### src/rtl/pipe_interlock_pkg.sv
package pipe_interlock_pkg;

    // Default register-number width (32 architectural registers).
    localparam int DEF_REG_AW = 5;

    // Number of source operands examined in decode.
    localparam int NSRC = 2;

    // Producer stages that can forward: index 0 = execute (youngest),
    // 1 = first memory stage, 2 = second memory stage (oldest).
    localparam int NPROD = 3;

    // Index of the first producer stage at which load data exists.
    localparam int LOAD_READY_IDX = 2;

    localparam int SEL_W = 2;

    typedef enum logic [SEL_W-1:0] {
        FWD_RF = 2'b00,
        FWD_EX = 2'b01,
        FWD_M1 = 2'b10,
        FWD_M2 = 2'b11
    } fwd_sel_e;

    // Producer stage index to its forwarding code.
    function automatic fwd_sel_e stage_code(input int idx);
        case (idx)
            0:       return FWD_EX;
            1:       return FWD_M1;
            default: return FWD_M2;
        endcase
    endfunction

    // A load's value cannot yet be forwarded from this stage.
    function automatic logic load_not_ready(input int idx, input logic is_load);
        return is_load && (idx < LOAD_READY_IDX);
    endfunction

endpackage

### src/rtl/pipe_interlock_src.sv
module pipe_interlock_src
    import pipe_interlock_pkg::*;
#(
    parameter int REG_AW = DEF_REG_AW
) (
    input  logic                         src_en_i,
    input  logic [REG_AW-1:0]            src_reg_i,
    input  logic [NPROD-1:0]             prod_wr_i,
    input  logic [NPROD-1:0]             prod_load_i,
    input  logic [NPROD-1:0][REG_AW-1:0] prod_rd_i,
    output fwd_sel_e                     sel_o,
    output logic                         hold_o
);

    logic [NPROD-1:0] hit;

    generate
        for (genvar p = 0; p < NPROD; p++) begin : g_cmp
            assign hit[p] = src_en_i && prod_wr_i[p] && (prod_rd_i[p] == src_reg_i);
        end
    endgenerate

    // Walk from oldest to youngest so the youngest match overrides.
    always_comb begin
        sel_o  = FWD_RF;
        hold_o = 1'b0;
        for (int p = NPROD - 1; p >= 0; p--) begin
            if (hit[p]) begin
                sel_o  = stage_code(p);
                hold_o = load_not_ready(p, prod_load_i[p]);
            end
        end
    end

endmodule

### src/rtl/pipe_interlock_ctrl.sv
module pipe_interlock_ctrl
    import pipe_interlock_pkg::*;
(
    input  logic            br_taken_i,
    input  logic [NSRC-1:0] hold_i,
    output logic            stall_o,
    output logic            bubble_o,
    output logic            flush_o
);

    // A flush kills decode, so any hazard it carries no longer matters.
    always_comb begin
        flush_o  = br_taken_i;
        stall_o  = !br_taken_i && (|hold_i);
        bubble_o = flush_o || stall_o;
    end

endmodule

### src/rtl/pipe_interlock_fwdreg.sv
module pipe_interlock_fwdreg
    import pipe_interlock_pkg::*;
(
    input  logic                       clk,
    input  logic                       rst,
    input  logic                       advance_i,
    input  logic [NSRC-1:0][SEL_W-1:0] sel_i,
    output logic [NSRC-1:0][SEL_W-1:0] sel_q
);

    generate
        for (genvar s = 0; s < NSRC; s++) begin : g_reg
            always_ff @(posedge clk) begin
                if (rst) begin
                    sel_q[s] <= FWD_RF;
                end else if (advance_i) begin
                    sel_q[s] <= sel_i[s];
                end else begin
                    sel_q[s] <= FWD_RF;
                end
            end
        end
    endgenerate

endmodule

### src/rtl/pipe_interlock.sv
module pipe_interlock
    import pipe_interlock_pkg::*;
#(
    parameter int REG_AW = DEF_REG_AW
) (
    input  logic              clk,
    input  logic              rst,
    input  logic              id_valid,
    input  logic              id_rs1_en,
    input  logic [REG_AW-1:0] id_rs1,
    input  logic              id_rs2_en,
    input  logic [REG_AW-1:0] id_rs2,
    input  logic              ex_valid,
    input  logic              ex_wen,
    input  logic              ex_load,
    input  logic [REG_AW-1:0] ex_rd,
    input  logic              m1_valid,
    input  logic              m1_wen,
    input  logic              m1_load,
    input  logic [REG_AW-1:0] m1_rd,
    input  logic              m2_valid,
    input  logic              m2_wen,
    input  logic [REG_AW-1:0] m2_rd,
    input  logic              ex_br_taken,
    output logic              stall_fd,
    output logic              bubble_ex,
    output logic              flush_fd,
    output logic [SEL_W-1:0]  ex_fwd_a,
    output logic [SEL_W-1:0]  ex_fwd_b
);

    logic [NPROD-1:0]             prod_wr;
    logic [NPROD-1:0]             prod_load;
    logic [NPROD-1:0][REG_AW-1:0] prod_rd;

    logic [NSRC-1:0]              src_en;
    logic [NSRC-1:0][REG_AW-1:0]  src_reg;
    logic [NSRC-1:0][SEL_W-1:0]   src_sel;
    logic [NSRC-1:0]              src_hold;
    logic [NSRC-1:0][SEL_W-1:0]   fwd_q;

    // A result in the second memory stage is always forwardable, so no
    // load flag is needed there.
    assign prod_wr   = {m2_valid & m2_wen, m1_valid & m1_wen, ex_valid & ex_wen};
    assign prod_load = {1'b0, m1_load, ex_load};
    assign prod_rd   = {m2_rd, m1_rd, ex_rd};

    assign src_en  = {id_valid & id_rs2_en, id_valid & id_rs1_en};
    assign src_reg = {id_rs2, id_rs1};

    generate
        for (genvar s = 0; s < NSRC; s++) begin : g_src
            fwd_sel_e sel_e;
            pipe_interlock_src #(.REG_AW(REG_AW)) u_src (
                .src_en_i    (src_en[s]),
                .src_reg_i   (src_reg[s]),
                .prod_wr_i   (prod_wr),
                .prod_load_i (prod_load),
                .prod_rd_i   (prod_rd),
                .sel_o       (sel_e),
                .hold_o      (src_hold[s])
            );
            assign src_sel[s] = sel_e;
        end
    endgenerate

    pipe_interlock_ctrl u_ctrl (
        .br_taken_i (ex_br_taken),
        .hold_i     (src_hold),
        .stall_o    (stall_fd),
        .bubble_o   (bubble_ex),
        .flush_o    (flush_fd)
    );

    pipe_interlock_fwdreg u_fwd (
        .clk       (clk),
        .rst       (rst),
        .advance_i (!bubble_ex),
        .sel_i     (src_sel),
        .sel_q     (fwd_q)
    );

    assign ex_fwd_a = fwd_q[0];
    assign ex_fwd_b = fwd_q[1];

endmodule

### config.mk
export PLATFORM = sky130hd
export DESIGN_NAME = pipe_interlock
export DESIGN_NICKNAME = d
export VERILOG_FILES = /design/src/rtl/pipe_interlock_pkg.sv /design/src/rtl/pipe_interlock_src.sv /design/src/rtl/pipe_interlock_ctrl.sv /design/src/rtl/pipe_interlock_fwdreg.sv /design/src/rtl/pipe_interlock.sv
export SDC_FILE = /design/constraint.sdc
export NUM_CORES = 1
export LEC_CHECK = 0
export BUFFER_PORTS_ARGS = -buffer_cell sky130_fd_sc_hd__buf_2
export CAP_MARGIN = 20
export CORE_AREA = 2 2 45 47
export CTS_CLUSTER_SIZE = 30
export DETAILED_ROUTE_END_ITERATION = 16
export DIE_AREA = 0 0 47 49
export PLACE_DENSITY = 0.7
export SLEW_MARGIN = 20
export SYNTH_ARGS = -nofsm -noshare
export SYNTH_HDL_FRONTEND = slang
export SYNTH_SLANG_ARGS = --single-unit
### constraint.sdc
create_clock -name clk -period 3.97 [get_ports clk]
set_input_delay 0.794 -clock clk [delete_from_list [all_inputs] [get_ports clk]]
set_output_delay 0.794 -clock clk [all_outputs]
set_load 0.01 [all_outputs]
==> results.toml, run 1 <==
[global_routing]
overflow = 0
grt_max_degree = 7
grt_use_total_pct = 16.36
grt_pass1_vias = 676
antenna_found_initial = 0
grt_pass1_wl_mm = 2.815

[worst_hold_path]
hold_path_class = "in -> reg"
min_path_cells = 3
hold_end = "u_fwd.sel_q[2]"
worstHoldStart = "rst"

[die]
die_w_um = 47
start_util_pct = 33.49
rows = 16
dieArea_um2 = 2303
ios = 46
core_area_um2 = 1842
dieHeight_um = 49

[timing]
max_freq_ghz = 0.3296
worst_pin_slew_ps = 289.6
max-slew-margin-rel_pct = 80.63
final_max_slew_viol_count = 0
tns_ps = 0
period_share_pct = 76.42
rsz0062_at_grt = "false"
finalSetupViolations = 0
fin_ws_ps = 936.1
fin_crit_ps = 3034
hold_viol_final = 0

[yosys]
syn_nets = 110
ys_top_cells_by_area = "xnor2_1 (27%), xor2_1 (16%), dfxtp_1 (13%), nand4_1 (7.1%), nor4_4 (6.9%)"
yosys.area.top_type_share_pct = 26.98
synthCells = 71
yosysWarnings = 0
syn-cell-area_um2 = 616.8
ys_seq_area_share_pct = 12.98
synth.avg_cell_area_um2 = 8.688
synth.distinct_cells = 23
yosysTopAreaCell = "xnor2_1"
ys_ff_latch = 4

[pwr]
powerDensity_nw_per_um2 = 181.9
vdd.ir_drop.worst_v = 0.00007055
power_mw = 0.1621
power_leakage_nw = 0.3619

[worst_setup_path]
worstPathMaxFanout = 6
endpoint_kind = "output pin"
required_ps = 3180
arrival_ps = 2240
worstSetupPathType = "in -> out"
start_kind = "primary input"

[placed_design]
pre_cts_slack_ps = 917.3
io_buffers = 45
dp_hpwl_mm = 1.526
place_congestion = 0.7729
placed_area_um2 = 868.3

[job]
maxCapViolCount = 0

[cts]
clk_pin_slew_ps = 30
cts_buffer_depth = 2
ctsHoldBuffers = 0
cts.sinks = 4
cts_buffers = 3
post-cts-setup-buffer-count = 0
cts_tree = "done"
ctsResizeCount = 0
cts_max_level = 1
cts-root-buf = "clkbuf_4"

[layout]
diodes = 0
largest_registers = "u_fwd.sel_q: 4 flops"
drive_above_1_share_pct = 47.46
largest_register_ffs = 4
nets = 159
top_register = "u_fwd.sel_q"
design_area_um2 = 890.9
syn_to_final_growth_pct = 44.42

[routing]
drt_pre_antenna_iters = 4
totalWireLength_mm = 1.653
drtIter0Drc = 6
ant_nets = 0
drc = 0
post_drt_via_cell_ratio = 4.828
num_vias = 700
routedWlPerCell_um = 11.40

[status]
status = "finished clean"
==> worst max-delay path by stage <==
stage                      to       from  slack, ps
finish              bubble_ex  id_rs2[3]        940
global route        bubble_ex  id_rs2[3]        850
CTS                 bubble_ex  id_rs2[3]        920
detailed placement  bubble_ex  id_rs2[3]        920
global placement    bubble_ex   ex_rd[3]        930
floorplan           bubble_ex   ex_rd[3]       1200
==> cell type report <==
type | count | area (um^2)
fill | 202 | 950.9
multi-input combinational | 66 | 529.3
timing repair buffer | 45 | 225.2
sequential | 4 | 80.08
tap | 27 | 33.78
clock buffer | 3 | 22.52
==> cell usage in the layout, fill, tap and decap left out, types with 2 or more instances in the layout <==
| master | synthesis | routed |
|---|---|---|
| xnor2_1 | 19 | 19 |
| nor3_1 | 2 | 2 |
| clkbuf_4 | 0 | 3 |
| nor2_1 | 3 | 3 |
| buf_2 | 0 | 45 |
| dfxtp_1 | 4 | 4 |
| o21ai_0 | 3 | 3 |
| nor4_4 | 2 | 2 |
| a211oi_1 | 2 | 2 |
| nand2_1 | 3 | 3 |
| xor2_1 | 11 | 11 |
| nor4_1 | 3 | 3 |
| nand4_1 | 7 | 7 |
==> power breakdown <==
| part | internal [mW] | switching [mW] |
|---|---|---|
| registers | 0.0405 | 0.0000119 |
| clock network | 0.0337 | 0.0151 |
| logic | 0.0361 | 0.0366 |
| total | 0.110 | 0.0518 |
==> critical path: stages <==
cell	delay, ps
buf_2	130
xor2_1	170
nor4_4	290
a211oi_1	110
o21a_2	260
or3_1	340
buf_2	140
==> Yosys cell counts <==
cell and n:
or2_2 1, nor2_1 3, xnor2_1 19, o21ai_0 3
nor3_1 2, dfxtp_1 4, nand3_1 1, nor4_4 2
or3_1 1, and2_1 1, o21a_2 1, a2111oi_2 1
nand2_1 3, buf_4 1, nand4_1 7, and4_1 1
o41a_1 1, and4_2 1, a21boi_2 1, xor2_1 11
a211oi_1 2, nor4_1 3, o21ba_2 1
==> per-layer routing <==
layer | share of wire [%] | up-vias | global-route usage [%]
met2 | 48 | 43 | 26.26
li1 | - | 355 | -
met3 | 8.8 | 4 | 2.222
met4 | 1.5 | 0 | 6.481
met5 | 0 | - | 0
met1 | 42 | 298 | 21.25
==> logic make-up (layout without fill, tap and decap cells) <==
group | count (synthesis) | after routing | synth area share [%]
flip-flops | 4 | 4 | 12.98
AND/OR/NAND/NOR | 26 | 26 | 29.21
AO/OA/AOI/OAI | 10 | 10 | 13.99
XOR/XNOR | 30 | 30 | 42.60
buffers and inverters | 1 | 48 | 1.217
==> stage by stage <==
stage | instances | hold slack (ps) | utilization [%]
floorplan | 71 | 1005 | -
global placement | 142 | 1109 | 47.15
detailed placement | 142 | 1116 | 47.15
CTS | 145 | 870.7 | 48.37
global route | 145 | 877.9 | 48.37
finish | 145 | 875.6 | 48.37
Note: power is estimated with default switching activity, not from simulation.
==> run 2: changes to the inputs <==
Settings changed: ABC_AREA from default to 1, CORE_AREA 2 2 45 47 to 2 2 50 52, DIE_AREA 0 0 47 49 to 0 0 52 54, PLACE_DENSITY 0.7 to 0.65.
Clock period 3.97 ns to 3.13 ns, I/O delays scaled along.
==> results.toml, run 2 <==
[cts]
cts.sinks = 4
cts_buffer_depth = 2
cts_buffers = 3
post-cts-setup-buffer-count = 0
ctsResizeCount = 0
clk_pin_slew_ps = 30
cts_tree = "done"
cts-root-buf = "clkbuf_4"
cts_max_level = 1
ctsHoldBuffers = 0

[global_routing]
grt_pass1_wl_mm = 3.519
antenna_found_initial = 0
grt_max_degree = 5
grt_pass1_vias = 925
overflow = 0
grt_use_total_pct = 16.30

[routing]
totalWireLength_mm = 2.033
ant_nets = 0
drc = 0
num_vias = 969
post_drt_via_cell_ratio = 4.213
routedWlPerCell_um = 8.839
drt_pre_antenna_iters = 4
drtIter0Drc = 10

[placed_design]
place_inst = 227
dp_hpwl_mm = 1.808
io_buffers = 45
placed_area_um2 = 1017
place_congestion = 0.8326
pre_cts_slack_ps = 791.8

[layout]
final_common_cell = "nand2_1"
diodes = 0
drive_above_1_share_pct = 35.50
top_register = "u_fwd.sel_q"
n_fill_cell = 294
largest_registers = "u_fwd.sel_q: 4 flops"
design_area_um2 = 1040
post-route-util_pct = 44.82
largest_register_ffs = 4
syn_to_final_growth_pct = 36.45
layout_common_cells = "nand2_1 (63), buf_2 (45), inv_1 (19), nor2_1 (18), inv_2 (10)"
nets = 241
final_cells = 230

[pwr]
switchingPower_mw = 0.07297
p_comb_share_pct = 45.7
p_sw_share_pct = 35.21
pwr-share-clk_pct = 29.5
vdd.ir_drop.worst_v = 0.0001145
power_leakage_nw = 0.6450
powerDensity_nw_per_um2 = 199.3
power_frac_seq_pct = 24.8
p_int_mw = 0.1342

[timing]
tns_ps = 0
finalSetupViolations = 0
rsz0062_at_grt = "false"
worst_pin_slew_ps = 242.0
period_share_pct = 74.20
max-slew-margin-rel_pct = 83.77
fin_ws_ps = 807.6
max_freq_ghz = 0.4306
hold_viol_final = 0
final_max_slew_viol_count = 0
fin_crit_ps = 2322

[worst_setup_path]
slowest_delay_ps = 130
endpoint_kind = "output pin"
required_ps = 2500
slowest_stage = "and2_4"
crit_chain = "buf_2, inv_2, nand2_1, nand2_1, nor2_1, nand2_1, nor2_4, nand2_2, nand2_2, nand2_2, and2_4, nor2_2, buf_2"
crit_buf_inv = 3
start_kind = "primary input"
crit_family = "simple AND/OR/NAND/NOR gates"
worstPathMaxFanout = 4
arrival_ps = 1700
worstSetupPathType = "in -> out"

[yosys]
synth.distinct_cells = 25
syn-cell-area_um2 = 762.0
ys_seq_area_share_pct = 10.51
ys_ff_latch = 4
synth_edf_count = 0
yosysWarnings = 0
yosys.area.top_type_share_pct = 31.03
yosysMostFrequentCell = "nand2_1"
ys_top_cells_by_count = "nand2_1 (63), inv_1 (19), nor2_1 (18)"
syn_nets = 192
synth-main-ff-cell = "dfxtp_1"
synthCells = 153
yosysTopAreaCell = "nand2_1"
ys_top_cells_by_area = "nand2_1 (31%), dfxtp_1 (11%), inv_1 (9.4%), nor2_1 (8.9%), inv_2 (4.9%)"
synth.avg_cell_area_um2 = 4.980
async_reset_ff_share_pct = 0

[die]
die_w_um = 52
dieArea_um2 = 2808
ios = 46
core_area_um2 = 2320
rows = 18
start_util_pct = 32.85
dieHeight_um = 54

[worst_hold_path]
hold_end = "u_fwd.sel_q[2]"
min_path_cells = 4
worstHoldStart = "rst"
hold_path_class = "in -> reg"

[job]
maxCapViolCount = 0

[status]
status = "finished clean"
run 2: area by class of cell:
type,count,area [um^2],share of cell area [%]
Tap cell,30,37.54,3.610
Timing Repair Buffer,45,225.2,21.66
Inverter,29,108.9,10.47
Sequential cell,4,80.08,7.702
Clock buffer,3,22.52,2.166
Multi-Input combinational cell,119,565.5,54.39
run 2: cells by family after synthesis:
family / share of synthesized area, %
buffers and inverters: 15.27
xor gates and xnor gates: 4.599
and+or+nand+nor: 57.14
AOI/OAI and AO/OA: 12.48
DFF: 10.51
run 2: per-layer routing:
metal / GRT usage (%) / share of wire, % / vias to the layer above
met5: 0 / 0 / -
met4: 5.702 / 0 / 0
met3: 1.389 / 7.3 / 0
met2: 29.32 / 46 / 27
met1: 20.23 / 47 / 387
li1: - / - / 555
run 2: tightest hold or removal path: cells and delay by family:
kind                   cells  cell delay, ps
buffers and inverters      2             100
and+or+nand+nor            2             160
run 2: worst max-delay path by stage:
stage / start / depth (start not counted) / endpoint / slack (ps)
final: id_rs1[3] / 13 / stall_fd / 810
after global routing: m1_rd[2] / 13 / stall_fd / 630
after CTS: id_rs1[3] / 13 / stall_fd / 790
after detailed placement: id_rs2[1] / 11 / stall_fd / 790
after global placement: id_rs2[1] / 11 / stall_fd / 800
after floorplan: m1_valid / 11 / stall_fd / 1080
run 2: power groups by stage:
stage | combinational (mW) | clock [mW] | sequential, mW
after CTS | 0.0956 | 0.0630 | 0.0514
after global routing | 0.110 | 0.0645 | 0.0514
after floorplan | 0.0506 | 0 | 0.0522
after global placement | 0.0952 | 0 | 0.0522
final | 0.0946 | 0.0612 | 0.0514
after detailed placement | 0.0948 | 0 | 0.0522
run 2: per-stage QoR:
stage	hold WS (ps)	power, mW
2_1_floorplan	835.8	0.1028
3_3_place_gp	949.2	0.1474
3_5_place_dp	951.9	0.1469
4_1_cts	711.5	0.2101
5_1_grt	737.4	0.2257
6_report	717.2	0.2072
==> run 3: changes to the inputs <==
Clock period 3.13 ns to 2.2 ns, I/O delays scaled along.
==> results.toml, run 3 (synthesized netlist as in run 2, its figures left out) <==
[status]
status = "finished clean"

[global_routing]
grt_max_degree = 5
grt_use_total_pct = 16.01
antenna_found_initial = 0
grt.met2_usage_pct = 29.32
met3_usage_pct = 0.2778
grt_pass1_wl_mm = 3.443
met1_usage_pct = 20.23
grt_pass1_vias = 908
overflow = 0
grt-busiest-layer = "met2"

[worst_setup_path]
start_kind = "primary input"
slowest_delay_ps = 160
crit_chain = "buf_2, inv_2, nand2_1, nand2_1, nor2_1, nand3_2, nand2_1, nand2_4, and2_4, nor2_2, buf_2"
endpoint_kind = "output pin"
slowest_stage = "nor2_1"
worstPathMaxFanout = 4
required_ps = 1760
arrival_ps = 1520
worstSetupPathType = "in -> out"
critPathMostFrequentCell = "nand2_1"

[layout]
syn_to_final_growth_pct = 36.45
largest_register_ffs = 4
diodes = 0
nets = 241
largest_registers = "u_fwd.sel_q: 4 flops"
final_common_cell = "nand2_1"
layout_common_cells = "nand2_1 (63), buf_2 (45), inv_1 (19), nor2_1 (18), inv_2 (10)"
drive_above_1_share_pct = 35.50
top_register = "u_fwd.sel_q"

[die]
ios = 46
start_util_pct = 32.85
core_area_um2 = 2320
dieHeight_um = 54
die_w_um = 52
dieArea_um2 = 2808
rows = 18

[pwr]
power_leakage_nw = 0.6450
vdd.ir_drop.worst_v = 0.0001613
powerDensity_nw_per_um2 = 287.8

[timing]
tns_ps = 0
hold_viol_final = 0
max_freq_ghz = 0.5105
fin_ws_ps = 241.2
worst_pin_slew_ps = 254.9
final_max_slew_viol_count = 0
rsz0062_at_grt = "false"
finalSetupViolations = 0
max-slew-margin-rel_pct = 82.91
period_share_pct = 89.04
fin_crit_ps = 1959

[routing]
drc = 0
routedWlPerCell_um = 9.065
drt_pre_antenna_iters = 4
post_drt_via_cell_ratio = 4.370
ant_nets = 0
num_vias = 1005
totalWireLength_mm = 2.085
drtIter0Drc = 20

[cts]
ctsHoldBuffers = 0
cts_buffers = 3
post-cts-setup-buffer-count = 0
cts.sinks = 4
cts_buffer_depth = 2
cts-root-buf = "clkbuf_4"
clk_pin_slew_ps = 40
cts_max_level = 1
cts_tree = "done"
ctsResizeCount = 0

[placed_design]
io_buffers = 45
dp_hpwl_mm = 1.816
pre_cts_slack_ps = 228.9
place_congestion = 0.8329

[worst_hold_path]
hold_path_class = "in -> reg"

[job]
maxCapViolCount = 0
-- run 3: stage by stage --
stage / power (mW) / util (%) / area [um^2] / hold slack (ps) / std cells
6_report: 0.2993 / 44.82 / 1040 / 516.7 / 230
5_1_grt: 0.3239 / 44.82 / 1040 / 551.6 / 230
4_1_cts: 0.3028 / 44.82 / 1040 / 515.9 / 230
3_5_place_dp: 0.2096 / 43.85 / 1017 / 763.6 / 227
3_3_place_gp: 0.2097 / 43.85 / 1017 / 763.2 / 227
2_1_floorplan: 0.1463 / - / 762.0 / 649.8 / 153
-- run 3: worst max-delay path, delay by kind of cell --
| kind | cells | cell delay [ps] |
|---|---|---|
| simple gates | 8 | 780 |
| buf+inv | 3 | 270 |
-- run 3: worst paths after layout --
check / startpoint / end / cells past startpoint
setup / recovery: id_rs2[1] / stall_fd / 11
hold / removal: rst / u_fwd.sel_q[3] / 4
-- run 3: area by class of cell --
cell class	count	area, um^2
fill	290	1280
multi-input combinational	119	565.5
clock buffer	3	22.52
sequential	4	80.08
inverter	29	108.9
tap	30	37.54
timing repair buffer	45	225.2
-- run 3: power by group --
part | switching [mW] | internal, mW
clock | 0.0297 | 0.0610
sequential | 0.0000287 | 0.0731
combinational | 0.0784 | 0.0571
-- run 3: routing by layer --
metal  vias up  part of all wire, %
li1        556                    -
met1       415                   47
met2        34                   46
met3         0                  7.3
met4         0                    0
met5         -                    0
